===== src/rtl/edt_pkg.sv =====
package edt_pkg;
   typedef enum logic [2:0] {
      ST_IDLE,
      ST_ARM,
      ST_COUNT,
      ST_LATCH,
      ST_DONE
   } edt_state_e;
endpackage


===== src/rtl/edt_sync.sv =====
module edt_sync #(
   parameter int STAGES = 2,
   parameter int W      = 1
) (
   input  logic         clk,
   input  logic         rst_n,
   input  logic [W-1:0] d,
   output logic [W-1:0] q
);
   logic [W-1:0] chain [STAGES];

   generate
      if (STAGES < 2) begin : g_bad_depth
         $error("edt_sync: STAGES must be at least 2");
      end
   endgenerate

   always_ff @(posedge clk or negedge rst_n) begin
      if (!rst_n) begin
         for (int i = 0; i < STAGES; i++) chain[i] <= '0;
      end else begin
         chain[0] <= d;
         for (int i = 1; i < STAGES; i++) chain[i] <= chain[i-1];
      end
   end

   assign q = chain[STAGES-1];
endmodule


===== src/rtl/edt_edges.sv =====
module edt_edges #(
   parameter int N     = 4,
   parameter int SEL_W = 2
) (
   input  logic             clk,
   input  logic             rst_n,
   input  logic             ref_s,
   input  logic [N-1:0]     sig_s,
   input  logic [SEL_W-1:0] sel_q,
   output logic             ref_rise,
   output logic             sig_edge
);
   logic sig_now, sig_prev, ref_prev;

   generate
      if ((1 << SEL_W) == N) begin : g_full_mux
         assign sig_now = sig_s[sel_q];
      end else begin : g_guard_mux
         always_comb begin
            sig_now = 1'b0;
            for (int i = 0; i < N; i++)
               if (sel_q == SEL_W'(i)) sig_now = sig_s[i];
         end
      end
   endgenerate

   always_ff @(posedge clk or negedge rst_n) begin
      if (!rst_n) begin
         ref_prev <= 1'b0;
         sig_prev <= 1'b0;
      end else begin
         ref_prev <= ref_s;
         sig_prev <= sig_now;
      end
   end

   assign ref_rise = ref_s & ~ref_prev;
   assign sig_edge = sig_now ^ sig_prev;
endmodule


===== src/rtl/edt_seq.sv =====
module edt_seq
   import edt_pkg::*;
#(
   parameter int CNT_W  = 12,
   parameter int SAMP_W = 8,
   parameter int SEL_W  = 2
) (
   input  logic              clk,
   input  logic              rst_n,
   input  logic              start,
   input  logic              ref_rise,
   input  logic              sig_edge,
   input  logic [SEL_W-1:0]  sel,
   input  logic [SAMP_W-1:0] num_samples,
   output logic [SEL_W-1:0]  sel_q,
   output logic              clr,
   output logic              cap_valid,
   output logic [CNT_W-1:0]  cap_count,
   output logic              cap_timeout,
   output logic              done
);
   localparam logic [CNT_W-1:0] CNT_MAX  = '1;
   localparam logic [CNT_W-1:0] CNT_LAST = {{(CNT_W-1){1'b1}}, 1'b0};

   edt_state_e        st;
   logic [CNT_W-1:0]  cnt, cnt_nx;
   logic [SAMP_W-1:0] n_q;
   logic [SAMP_W:0]   taken, taken_nx;

   generate
      if (CNT_W < 3) begin : g_bad_cnt
         $error("edt_seq: CNT_W must be at least 3");
      end
   endgenerate

   assign cnt_nx    = cnt + 1'b1;
   assign taken_nx  = taken + 1'b1;
   assign clr       = (st == ST_IDLE || st == ST_DONE) && start;
   assign cap_valid = (st == ST_LATCH);
   assign done      = (st == ST_DONE);

   always_ff @(posedge clk or negedge rst_n) begin
      if (!rst_n) begin
         st          <= ST_IDLE;
         cnt         <= '0;
         sel_q       <= '0;
         n_q         <= '0;
         taken       <= '0;
         cap_count   <= '0;
         cap_timeout <= 1'b0;
      end else begin
         case (st)
            ST_IDLE, ST_DONE: begin
               if (start) begin
                  st    <= ST_ARM;
                  sel_q <= sel;
                  n_q   <= num_samples;
                  taken <= '0;
               end
            end
            ST_ARM: begin
               if (ref_rise) begin
                  st  <= ST_COUNT;
                  cnt <= '0;
               end
            end
            ST_COUNT: begin
               if (sig_edge) begin
                  cap_count   <= cnt_nx;
                  cap_timeout <= 1'b0;
                  st          <= ST_LATCH;
               end else if (ref_rise || cnt_nx == CNT_LAST) begin
                  cap_count   <= CNT_MAX;
                  cap_timeout <= 1'b1;
                  st          <= ST_LATCH;
               end else begin
                  cnt <= cnt_nx;
               end
            end
            ST_LATCH: begin
               taken <= taken_nx;
               st    <= (taken_nx >= {1'b0, n_q}) ? ST_DONE : ST_ARM;
            end
            default: st <= ST_IDLE;
         endcase
      end
   end


   sel_hold_chk: assert property (@(posedge clk) disable iff (!rst_n)
      (st == ST_COUNT || st == ST_LATCH) |-> $stable(sel_q));


   cnt_step_chk: assert property (@(posedge clk) disable iff (!rst_n)
      (st == ST_COUNT && $past(st) == ST_COUNT) |-> (cnt == $past(cnt) + 1'b1));


   done_clear_chk: assert property (@(posedge clk) disable iff (!rst_n)
      (done && start) |=> !done);


   done_entry_chk: assert property (@(posedge clk) disable iff (!rst_n)
      $rose(done) |-> ($past(st) == ST_LATCH));
endmodule


===== src/rtl/edt_stats.sv =====
module edt_stats #(
   parameter int CNT_W = 12
) (
   input  logic             clk,
   input  logic             rst_n,
   input  logic             clr,
   input  logic             cap_valid,
   input  logic [CNT_W-1:0] cap_count,
   input  logic             cap_timeout,
   output logic [CNT_W-1:0] last_count,
   output logic             last_timeout,
   output logic [CNT_W-1:0] min_count,
   output logic [CNT_W-1:0] max_count
);
   always_ff @(posedge clk or negedge rst_n) begin
      if (!rst_n) begin
         last_count   <= '0;
         last_timeout <= 1'b0;
         min_count    <= '1;
         max_count    <= '0;
      end else if (clr) begin
         min_count <= '1;
         max_count <= '0;
      end else if (cap_valid) begin
         last_count   <= cap_count;
         last_timeout <= cap_timeout;
         if (!cap_timeout) begin
            if (cap_count < min_count) min_count <= cap_count;
            if (cap_count > max_count) max_count <= cap_count;
         end
      end
   end


   min_max_order_chk: assert property (@(posedge clk) disable iff (!rst_n)
      (max_count != '0) |-> (min_count <= max_count));


   timeout_excluded_chk: assert property (@(posedge clk) disable iff (!rst_n)
      (cap_valid && cap_timeout && !clr) |=> ($stable(min_count) && $stable(max_count)));
endmodule


===== src/rtl/edge_delay_timer.sv =====
module edge_delay_timer #(
   parameter int  NUM_SIG     = 4,
   parameter int  CNT_W       = 12,
   parameter int  SAMP_W      = 8,
   parameter int  SYNC_STAGES = 2,
   localparam int SEL_W       = (NUM_SIG > 1) ? $clog2(NUM_SIG) : 1
) (
   input  logic              clk,
   input  logic              rst_n,
   input  logic              ref_clk,
   input  logic [NUM_SIG-1:0] sig_in,
   input  logic [SEL_W-1:0]  sel,
   input  logic              start,
   input  logic [SAMP_W-1:0] num_samples,
   output logic [CNT_W-1:0]  last_count,
   output logic              last_timeout,
   output logic [CNT_W-1:0]  min_count,
   output logic [CNT_W-1:0]  max_count,
   output logic              done
);
   localparam int SYNC_W = NUM_SIG + 1;

   logic [SYNC_W-1:0] raw_bus, sync_bus;
   logic [SEL_W-1:0]  sel_q;
   logic              ref_rise, sig_edge, clr, cap_valid, cap_timeout;
   logic [CNT_W-1:0]  cap_count;

   generate
      if (NUM_SIG < 1) begin : g_bad_num
         $error("edge_delay_timer: NUM_SIG must be at least 1");
      end
   endgenerate

   assign raw_bus = {ref_clk, sig_in};

   edt_sync #(.STAGES(SYNC_STAGES), .W(SYNC_W)) u_sync (
      .clk(clk), .rst_n(rst_n), .d(raw_bus), .q(sync_bus)
   );

   edt_edges #(.N(NUM_SIG), .SEL_W(SEL_W)) u_edges (
      .clk(clk), .rst_n(rst_n),
      .ref_s(sync_bus[NUM_SIG]), .sig_s(sync_bus[NUM_SIG-1:0]), .sel_q(sel_q),
      .ref_rise(ref_rise), .sig_edge(sig_edge)
   );

   edt_seq #(.CNT_W(CNT_W), .SAMP_W(SAMP_W), .SEL_W(SEL_W)) u_seq (
      .clk(clk), .rst_n(rst_n), .start(start), .ref_rise(ref_rise),
      .sig_edge(sig_edge), .sel(sel), .num_samples(num_samples),
      .sel_q(sel_q), .clr(clr), .cap_valid(cap_valid), .cap_count(cap_count),
      .cap_timeout(cap_timeout), .done(done)
   );

   edt_stats #(.CNT_W(CNT_W)) u_stats (
      .clk(clk), .rst_n(rst_n), .clr(clr), .cap_valid(cap_valid),
      .cap_count(cap_count), .cap_timeout(cap_timeout),
      .last_count(last_count), .last_timeout(last_timeout),
      .min_count(min_count), .max_count(max_count)
   );
endmodule


===== config.mk =====
export PLATFORM = sky130hd
export DESIGN_NAME = edge_delay_timer
export DESIGN_NICKNAME = d
export VERILOG_FILES = /design/src/rtl/edt_pkg.sv /design/src/rtl/edt_sync.sv /design/src/rtl/edt_edges.sv /design/src/rtl/edt_seq.sv /design/src/rtl/edt_stats.sv /design/src/rtl/edge_delay_timer.sv
export SDC_FILE = /design/constraint.sdc
export NUM_CORES = 1
export LEC_CHECK = 0
export BUFFER_PORTS_ARGS = -buffer_cell sky130_fd_sc_hd__buf_2
export CORE_MARGIN = 3
export CORE_UTILIZATION = 30
export DETAILED_ROUTE_END_ITERATION = 8
export GPL_TIMING_DRIVEN = 0
export PLACE_DENSITY = 0.52
export REMOVE_ABC_BUFFERS = 1
export SYNTH_ARGS = -nofsm -noshare
export SYNTH_HDL_FRONTEND = slang
export SYNTH_SLANG_ARGS = --single-unit

===== constraint.sdc =====
create_clock -name clk -period 3.08 [get_ports clk]
set_input_delay 0.308 -clock clk [delete_from_list [all_inputs] [get_ports clk]]
set_output_delay 0.308 -clock clk [all_outputs]
set_load 0.005 [all_outputs]

Word level (Yosys, flattened, before mapping)
Cells that the tools add are included.
{ "totals": {"register_bits": 96, "inputBits": 18} }
{ "classes": {"add_sub_neg": 2, "order_cmp": 4, "n_eq_ne": 11, "muxes": 26, "n_bitwise": 4, "reduce_logical": 19} }
{ "ops": {"columns": ["op", "count"], "rows": [
  ["$mux W12", 13],
  ["$pmux W12 S2", 1],
  ["$pmux W9 S2", 1],
  ["$mux W3", 5],
  ["$add A12 B1 Y12 const B", 1],
  ["$eq A12 B12 Y1 const B", 1],
  ["$gt A12 B12 Y1", 1],
  ["$lt A12 B12 Y1", 1],
  ["$pmux W3 S4", 1],
  ["$reduce_bool A2 Y1", 6],
  ["$add A9 B1 Y9 const B", 1],
  ["$ge A9 B8 Y1", 1],
  ["$mux W9", 1],
  ["$reduce_and A3 Y1", 3],
  ["$ne A2 B2 Y1 const B", 4],
  ["$reduce_and A2 Y1", 4],
  ["$eq A3 B2 Y1 const B", 2],
  ["$reduce_and A4 Y1", 1],
  ["$eq A3 B1 Y1 const B", 1],
  ["$eq A3 B3 Y1 const B", 1],
  ["$logic_not A3 Y1", 1],
  ["$lt A2 B3 Y1 const B", 1],
  ["$mux W1", 3],
  ["$ne A3 B2 Y1 const B", 1],
  ["8 further kinds", 10]
]} }

Longest topological paths before layout
Gate-level depths: netlist of run 1.
{ "logic_depth": {"word_depth": 6, "depth_mapped": 9, "ltp_nobuf": 9} }

Cells and area by module
A second synthesis of run 1 with hierarchy kept.
{ "unflattened": {"cells_unflattened": 507, "area_unflattened_um2": 5231.3} }
{ "by_module_without_submodules": {"columns": ["module", "instances", "cells_each", "area_per_inst_um2", "seq_area_each_um2"], "rows": [
  ["edt_seq", 1, 274, 2618.8, 1176.1],
  ["edt_stats", 1, 213, 2237.1, 940.9],
  ["edt_sync", 1, 15, 287.8, 250.2],
  ["edt_edges", 1, 5, 87.6, 50.0]
]} }

Least setup slack after synthesis of run 1
Ideal clock, no wire load.
{ "synth_timing": {"path_type": "reg2reg", "from": "reg u_seq.taken[0]", "to": "reg u_seq.st[0]", "setup_time_ns": 0.086, "t_arrival_ns": 2.137, "required_time_ns": 2.994, "setup_slack_ns": 0.857, "stages_incl_launch_ff": 10, "path_cell_list": "dfrtp_1 > ha_1 > nand3_1 > xnor2_1 > ha_1 > a2111oi_0 > o21ai_0 > a311oi_1 > nor2_1 > nor3_1"} }
{ "synth_via": {"elab_chain_cells": 4} }
{ "synth_lines": {"columns": ["element", "line_no", "source"], "rows": [
  ["from (decl)", "edt_seq.sv:28", "logic [SAMP_W:0] taken, taken_nx;"],
  ["from (signal assigned)", "edt_seq.sv:81", "taken <= taken_nx;"],
  ["$add A9 B1 Y9", "edt_seq.sv:37", "assign taken_nx = taken + 1'b1;"],
  ["$ge A9 B8 Y1", "edt_seq.sv:82", "st <= (taken_nx >= {1'b0, n_q}) ? ST_DONE : ST_ARM;"],
  ["$mux W3", "edt_seq.sv:82", null],
  ["$pmux W3 S4", "edt_seq.sv:52", "case (st)"],
  ["to (signal assigned)", "edt_seq.sv:82", null],
  ["to (decl)", "edt_seq.sv:25", "edt_state_e st;"]
]} }
No other way between the ends.
A chain may end at the register's enable or synchronous reset.

Final worst setup path of run 1
{ "layout_timing": {"from": "reg u_seq.cnt[0]", "to": "reg u_seq.cap_count[11]"} }
{ "layout_via": {"elab_chain_cells": 5, "elab_cells_between_ends": 6} }
{ "layout_lines": {"columns": ["element", "line_no", "source"], "rows": [
  ["from (decl)", "edt_seq.sv:26", "logic [CNT_W-1:0] cnt, cnt_nx;"],
  ["from (signal assigned)", "edt_seq.sv:77", "cnt <= cnt_nx;"],
  ["$add A12 B1 Y12 *", "edt_seq.sv:36", "assign cnt_nx = cnt + 1'b1;"],
  ["$eq A12 B12 Y1", "edt_seq.sv:72", "end else if (ref_rise || cnt_nx == CNT_LAST) begin"],
  ["$logic_or A1 B1 Y1", "edt_seq.sv:72", null],
  ["$reduce_bool A2 Y1 (no line)", null, null],
  ["$reduce_and A2 Y1 (no line)", null, null],
  ["to (signal assigned)", "edt_seq.sv:69", "cap_count <= cnt_nx;"],
  ["to (decl)", "edt_seq.sv:18", "output logic [CNT_W-1:0] cap_count,"]
]} }
Mark *: on every way between the ends. The rest lies on a longest branch, timed or not.

==> results of run 1 <==
==> cell usage after synthesis, types with 11 or more instances <==
cell type,n
dfrtp_1,84
nand2_1,84
inv_1,38
ha_1,34
clkbuf_1,16
o211ai_1,14
o21ai_0,13
a21o_1,12
dfstp_2,12
nand3_1,12
a2bb2oi_1,11
nor2_1,11
o21ai_1,11
==> area by class of cell <==
cell class              count  area, µm²
clock buffers               9        225
clock inverters             7       80.1
fillers                  1671      10200
inverters                  38        143
multi-input cells         327       2310
flip-flops and latches     96       2420
well taps                 216        270
repair buffers             62        360
==> repair_timing <==
item,4_1_cts,5_1_grt
buffers inserted,0,3
endpoints found under the hold margin,34,0
setup endpoints to repair,0,5
resized for setup,0,0
hold buffers,1,0
==> critical path, cell delays in order, from the launching register on <==
cell and delay [ns]:
dfrtp_1 0.50, ha_1 0.33, nand3b_1 0.18, o22ai_1 0.22, o221ai_2 0.19, o211a_1 0.26, nor2_1 0.63, o32a_1 0.28
==> state kept, by name, summed over array words and instances (netlist names), 2 cells and up <==
name and count:
u_stats.max_count 12, u_seq.st 3, u_seq.taken 9, u_sync.q 5, u_sync.chain 5, u_seq.cap_count 12, u_stats.last_count 12, u_seq.cnt 12
u_seq.n_q 8, u_seq.sel_q 2, u_stats.min_count 12
==> worst max-delay path by stage <==
stage / depth (start not counted) / slack [ns] / to / startpoint
2_1_floorplan: 6 / 0.30 / u_stats.max_count[0] / u_seq.cap_count[11]
3_3_place_gp: 3 / -0.37 / u_stats.max_count[0] / u_seq.st[2]
3_5_place_dp: 7 / 0.31 / u_stats.min_count[11] / u_seq.st[2]
4_1_cts: 7 / 0.28 / u_stats.min_count[11] / u_seq.st[2]
5_1_grt: 9 / 0.1 / u_seq.st[0] / u_seq.taken[0]
6_report: 7 / 0.41 / u_seq.cap_count[11] / u_seq.cnt[0]
==> per-layer routing <==
layer  GRT usage  routed length (µm)  vias up
li1            -                   -     1809
met2       0.204                5040       79
met4      0.0300                 125        0
met3      0.0525                 661        8
met1       0.169                5070     1750
met5           0                   0        -
==> where the power goes <==
| group | total [mW] | internal (mW) | switching [mW] |
|---|---|---|---|
| Combinational | 1.91 | 0.919 | 0.994 |
| Sequential | 2.15 | 1.73 | 0.422 |
| Clock | 1.15 | 0.638 | 0.508 |
==> layout by cell type, fill, tap and decap left out, drive strengths merged, types with 3 or more instances in the layout <==
master	netlist	layout
nand3b	3	3
xnor2	8	8
a2bb2oi	11	11
dfstp	12	12
dfrtp	84	84
a31oi	6	6
mux2	12	12
o211ai	14	14
nor2	12	12
o22ai	4	4
o21ai	24	24
and4	3	3
a21oi	10	10
nand2	84	84
o31ai	6	6
nand2b	4	4
a21o	12	12
buf	6	61
nor2b	4	4
a22o	5	5
nand4	4	4
and3	10	10
nor3	6	6
ha	34	34
nand3	13	13
xor2	10	10
inv	38	40
clkbuf	16	9
==> cell families after synthesis <==
group / Yosys count / synth area share
AOI/OAI and AO/OA: 108 / 0.157
muxes: 14 / 0.0354
xor gates and xnor gates: 18 / 0.0372
adders and majority gates: 34 / 0.0860
DFF: 96 / 0.488
and+or+nand+nor: 153 / 0.149
buffers and inverters: 60 / 0.0470
==> reports/results.tsv, run 1 <==
metric	value	unit
clk sinks	96	
Pleak	2.79	nW
status	complete, no violations	
GRT Overall Usage	0.130	
Mapped Cells	483	
Fmax	375	MHz
total power	5.21	mW
R2R Path End	u_seq.cap_count[11]	
die width	134	µm
DP Area	5470	µm²
Synth top area share	0.425	
DR iter-0 viols	89	
share of post-route cells with drive strength above 1	0.208	
Max-Cap Viols	0	
Post-Route Utilization	0.363	
largest net degree at the start of global routing	56	
final hold vios	0	
r2r setup slk	0.41	ns
first-pass GRT wire length	18700	µm
PD cells	896	nW/µm²
Hold Crit Endpoint	u_sync.chain[7]	
post-route clock period utilization	0.866	
dpl ws	0.314	ns
worst skew pair latency	0.35	ns
Max transition margin	0.163	
slew at the pin with the worst max-slew slack	1.25	ns
worst hold path depth	1	
Layout Skew	0.00683	ns
wire per inst	14.4	µm
core area	16000	µm²
Synth Flop Type	dfrtp_1	
Hold Crit Start	sig_in[2]	
part of the Yosys area used for sequential elements	0.488	
Synth Register Bits	96	
antenna violations before repair	0	
total gr overflow	0	
n_diodes	0	
Layout area overhead	17.4	%
Worst setup SP type	register	
setup violators final	0	
DRC errors left	0	
final non-filler cell total	755	
leading area contributor after synthesis	dfrtp_1	
Final Cell Area	5810	µm²
Vias per Instance	4.83	
Yosys warning count	0	
Via Count	3646	
final worst path period need	2.67	ns
drt pass-1 iters	4	
clk buf depth	2	
top post-synthesis cells by area	dfrtp_1 (42%), ha_1 (8.6%), dfstp_2 (6.4%)	
# H-tree levels	3	
# port buffers	55	
fin. max-slew vios	0	
Initial Utilization	0.309	
worst vdd ir	0.000413	V
CTS tree	yes	
Fin Hold WS	0.0633	ns
Synth Area per Inst	10.2	µm²
worst hold-check path type	input port to register	
Detailed Route WL	10900	µm
Cell Area, Synth	4950	µm²
CP Max Fanout	12	
HPWL Detailed	7850	µm
Clock transition at path regs	0.07	ns
total CTS buffers	9	
Setup Total Neg Slack	0	ns
IO Pins	56	
Synth cell types	56	
CP Capture Type	register	
Crit path required time	3.36	ns
# placed instances	735	
setup ws final	0.412	ns
Layout Nets	586	
arrival time at the worst endpoint	2.95	ns
Root Buffer	clkbuf_16	
row cnt	46	
vias in the first global route	3608	
die area	18100	µm²
RSZ-0062 raised after global routing	no	
Die Y	134	µm
r2r startpoint	u_seq.cnt[0]	
routability cong.	0.772	
Setup CP Type	register to register	
Routed Antenna Nets	0	
EDFF count, synth	0	
FF-to-FF path depth	7	
ys async rst share	1.00	
No activity file was read; power rests on OpenSTA's default activity.
==> run 2: changes to the inputs <==
Settings changed: CORE_UTILIZATION 30 to 45, PLACE_DENSITY 0.52 to 0.69.
==> reports/results.tsv, run 2 (synthesis results as in run 1) <==
metric	value	unit	change
status	complete, no violations		unchanged
share of post-route cells with drive strength above 1	0.202		was 0.208
largest net degree at the start of global routing	65		was 56
wire per inst	15.5	µm	was 14.4 µm
post-route clock period utilization	0.871		was 0.866
DR iter-0 viols	179		was 89
# port buffers	55		unchanged
Hold Crit Endpoint	u_sync.chain[8]		was u_sync.chain[7]
Final Cell Area	5600	µm²	was 5810 µm²
GRT Overall Usage	0.179		was 0.130
CP Capture Type	register		unchanged
antenna violations before repair	0		unchanged
CP Max Fanout	24		was 12
arrival time at the worst endpoint	2.95	ns	about the same
CTS tree	yes		unchanged
final worst path period need	2.68	ns	was 2.67 ns
slew at the pin with the worst max-slew slack	1.27	ns	was 1.25 ns
row cnt	37		was 46
r2r startpoint	u_seq.st[2]		was u_seq.cnt[0]
Max-Cap Viols	0		unchanged
dpl ws	0.172	ns	was 0.314 ns
total CTS buffers	9		unchanged
routability cong.	0.819		was 0.772
Setup CP Type	register to register		unchanged
Die Y	111	µm	was 134 µm
FF-to-FF path depth	6		was 7
DP Area	5360	µm²	was 5470 µm²
first-pass GRT wire length	18100	µm	was 18700 µm
setup ws final	0.399	ns	was 0.412 ns
r2r setup slk	0.40	ns	was 0.41 ns
Fill cells	932		was 1671
fin. max-slew vios	0		unchanged
RSZ-0062 raised after global routing	no		unchanged
clk buf depth	2		unchanged
Crit path required time	3.35	ns	was 3.36 ns
area of the multi-input gates	2320	µm²	was 2310 µm²
DRC errors left	0		unchanged
Hold Crit Start	sig_in[3]		was sig_in[2]
Clock transition at path regs	0.10	ns	was 0.07 ns
n_diodes	0		unchanged
Layout area overhead	13.2	%	was 17.4%
R2R Path End	u_stats.min_count[8]		was u_seq.cap_count[11]
Via Count	3701		was 3646
worst hold path depth	1		unchanged
Fmax	373	MHz	was 375 MHz
# H-tree levels	3		unchanged
IO Pins	56		unchanged
worst vdd ir	0.000513	V	was 0.000413 V
Routed Antenna Nets	0		unchanged
Max transition margin	0.150		was 0.163
Initial Utilization	0.471		was 0.309
clk sinks	96		unchanged
die width	111	µm	was 134 µm
drt pass-1 iters	4		unchanged
Layout Skew	0.0123	ns	was 0.00683 ns
final hold vios	0		unchanged
die area	12300	µm²	was 18100 µm²
Vias per Instance	5.52		was 4.83
Reg area	2420	µm²	unchanged
PD cells	888	nW/µm²	was 896 nW/µm²
worst skew pair latency	0.36	ns	was 0.35 ns
setup violators final	0		unchanged
Layout Nets	582		was 586
Worst setup SP type	register		unchanged
worst hold-check path type	input port to register		unchanged
Pleak	2.75	nW	was 2.79 nW
total gr overflow	0		unchanged
core area	10500	µm²	was 16000 µm²
Fin Hold WS	0.0433	ns	was 0.0633 ns
most frequent cells in the layout	nand2_1 (84), dfrtp_1 (84), buf_2 (54)		unchanged
vias in the first global route	3757		was 3608
Root Buffer	clkbuf_8		was clkbuf_16
Detailed Route WL	10400	µm	was 10900 µm
HPWL Detailed	7530	µm	was 7850 µm
[run 2: cell count changes in the layout (fill, tap and decap cells not counted), moves of 2 or more]
cell / delta
clkbuf_16: -9
clkbuf_8: +9
buf_4: -3
clkinvlp_4: -2
[run 2: where the power goes]
part           internal, mW  switching (mW)  leakage, nW
sequential             1.72           0.428         1.19
combinational         0.904           0.995         1.44
clock                 0.466           0.462        0.115
total                  3.09            1.88         2.75
[run 2: layout make-up]
cell class                      instances  area share
Inverter                               38      0.0255
Multi-Input combinational cell        327       0.414
Sequential cell                        96       0.431
Timing Repair Buffer                   58      0.0583
Clock inverter                          7      0.0179
Tap cell                              136      0.0304
Clock buffer                            9      0.0221
[run 2: worst max-delay path, cell delays in order, from the launching register on]
cell and delay, ns:
dfrtp_1 0.48, nand3b_1 0.74, nor3_1 0.37, o221ai_1 0.22, a21oi_4 0.53, nand2_1 0.12, o211ai_1 0.12
[run 2: routing by layer]
layer | GRT usage | wire [µm]
met2 | 0.298 | 5100
met5 | 0 | 0
met1 | 0.228 | 4670
met4 | 0.0476 | 111
met3 | 0.0551 | 535
[run 2: worst max path at each step]
stage	from	end	cells after the start
floorplan	u_seq.cap_count[11]	u_stats.max_count[0]	6
global placement	u_seq.st[2]	u_stats.max_count[0]	3
detailed placement	u_seq.st[2]	u_stats.min_count[3]	6
CTS	u_seq.st[2]	u_stats.min_count[3]	6
global route	u_seq.taken[0]	u_seq.st[0]	9
finish	u_seq.st[2]	u_stats.min_count[8]	6
[run 2: what timing repair did]
item,CTS,global route
hold buffers,1,0
endpoints found under the hold margin,26,0
buffers inserted,0,0
setup endpoints to repair,0,12
gates resized for setup,0,1
[run 2: stage by stage]
step	instances	power (mW)	setup TNS (ns)	utilization
floorplan	461	3.34	0	-
global placement	652	3.94	-5.67	0.505
detailed placement	654	4.09	0	0.510
CTS	671	5.03	0	0.532
global route	671	5.41	0	0.533
finish	671	4.98	0	0.533
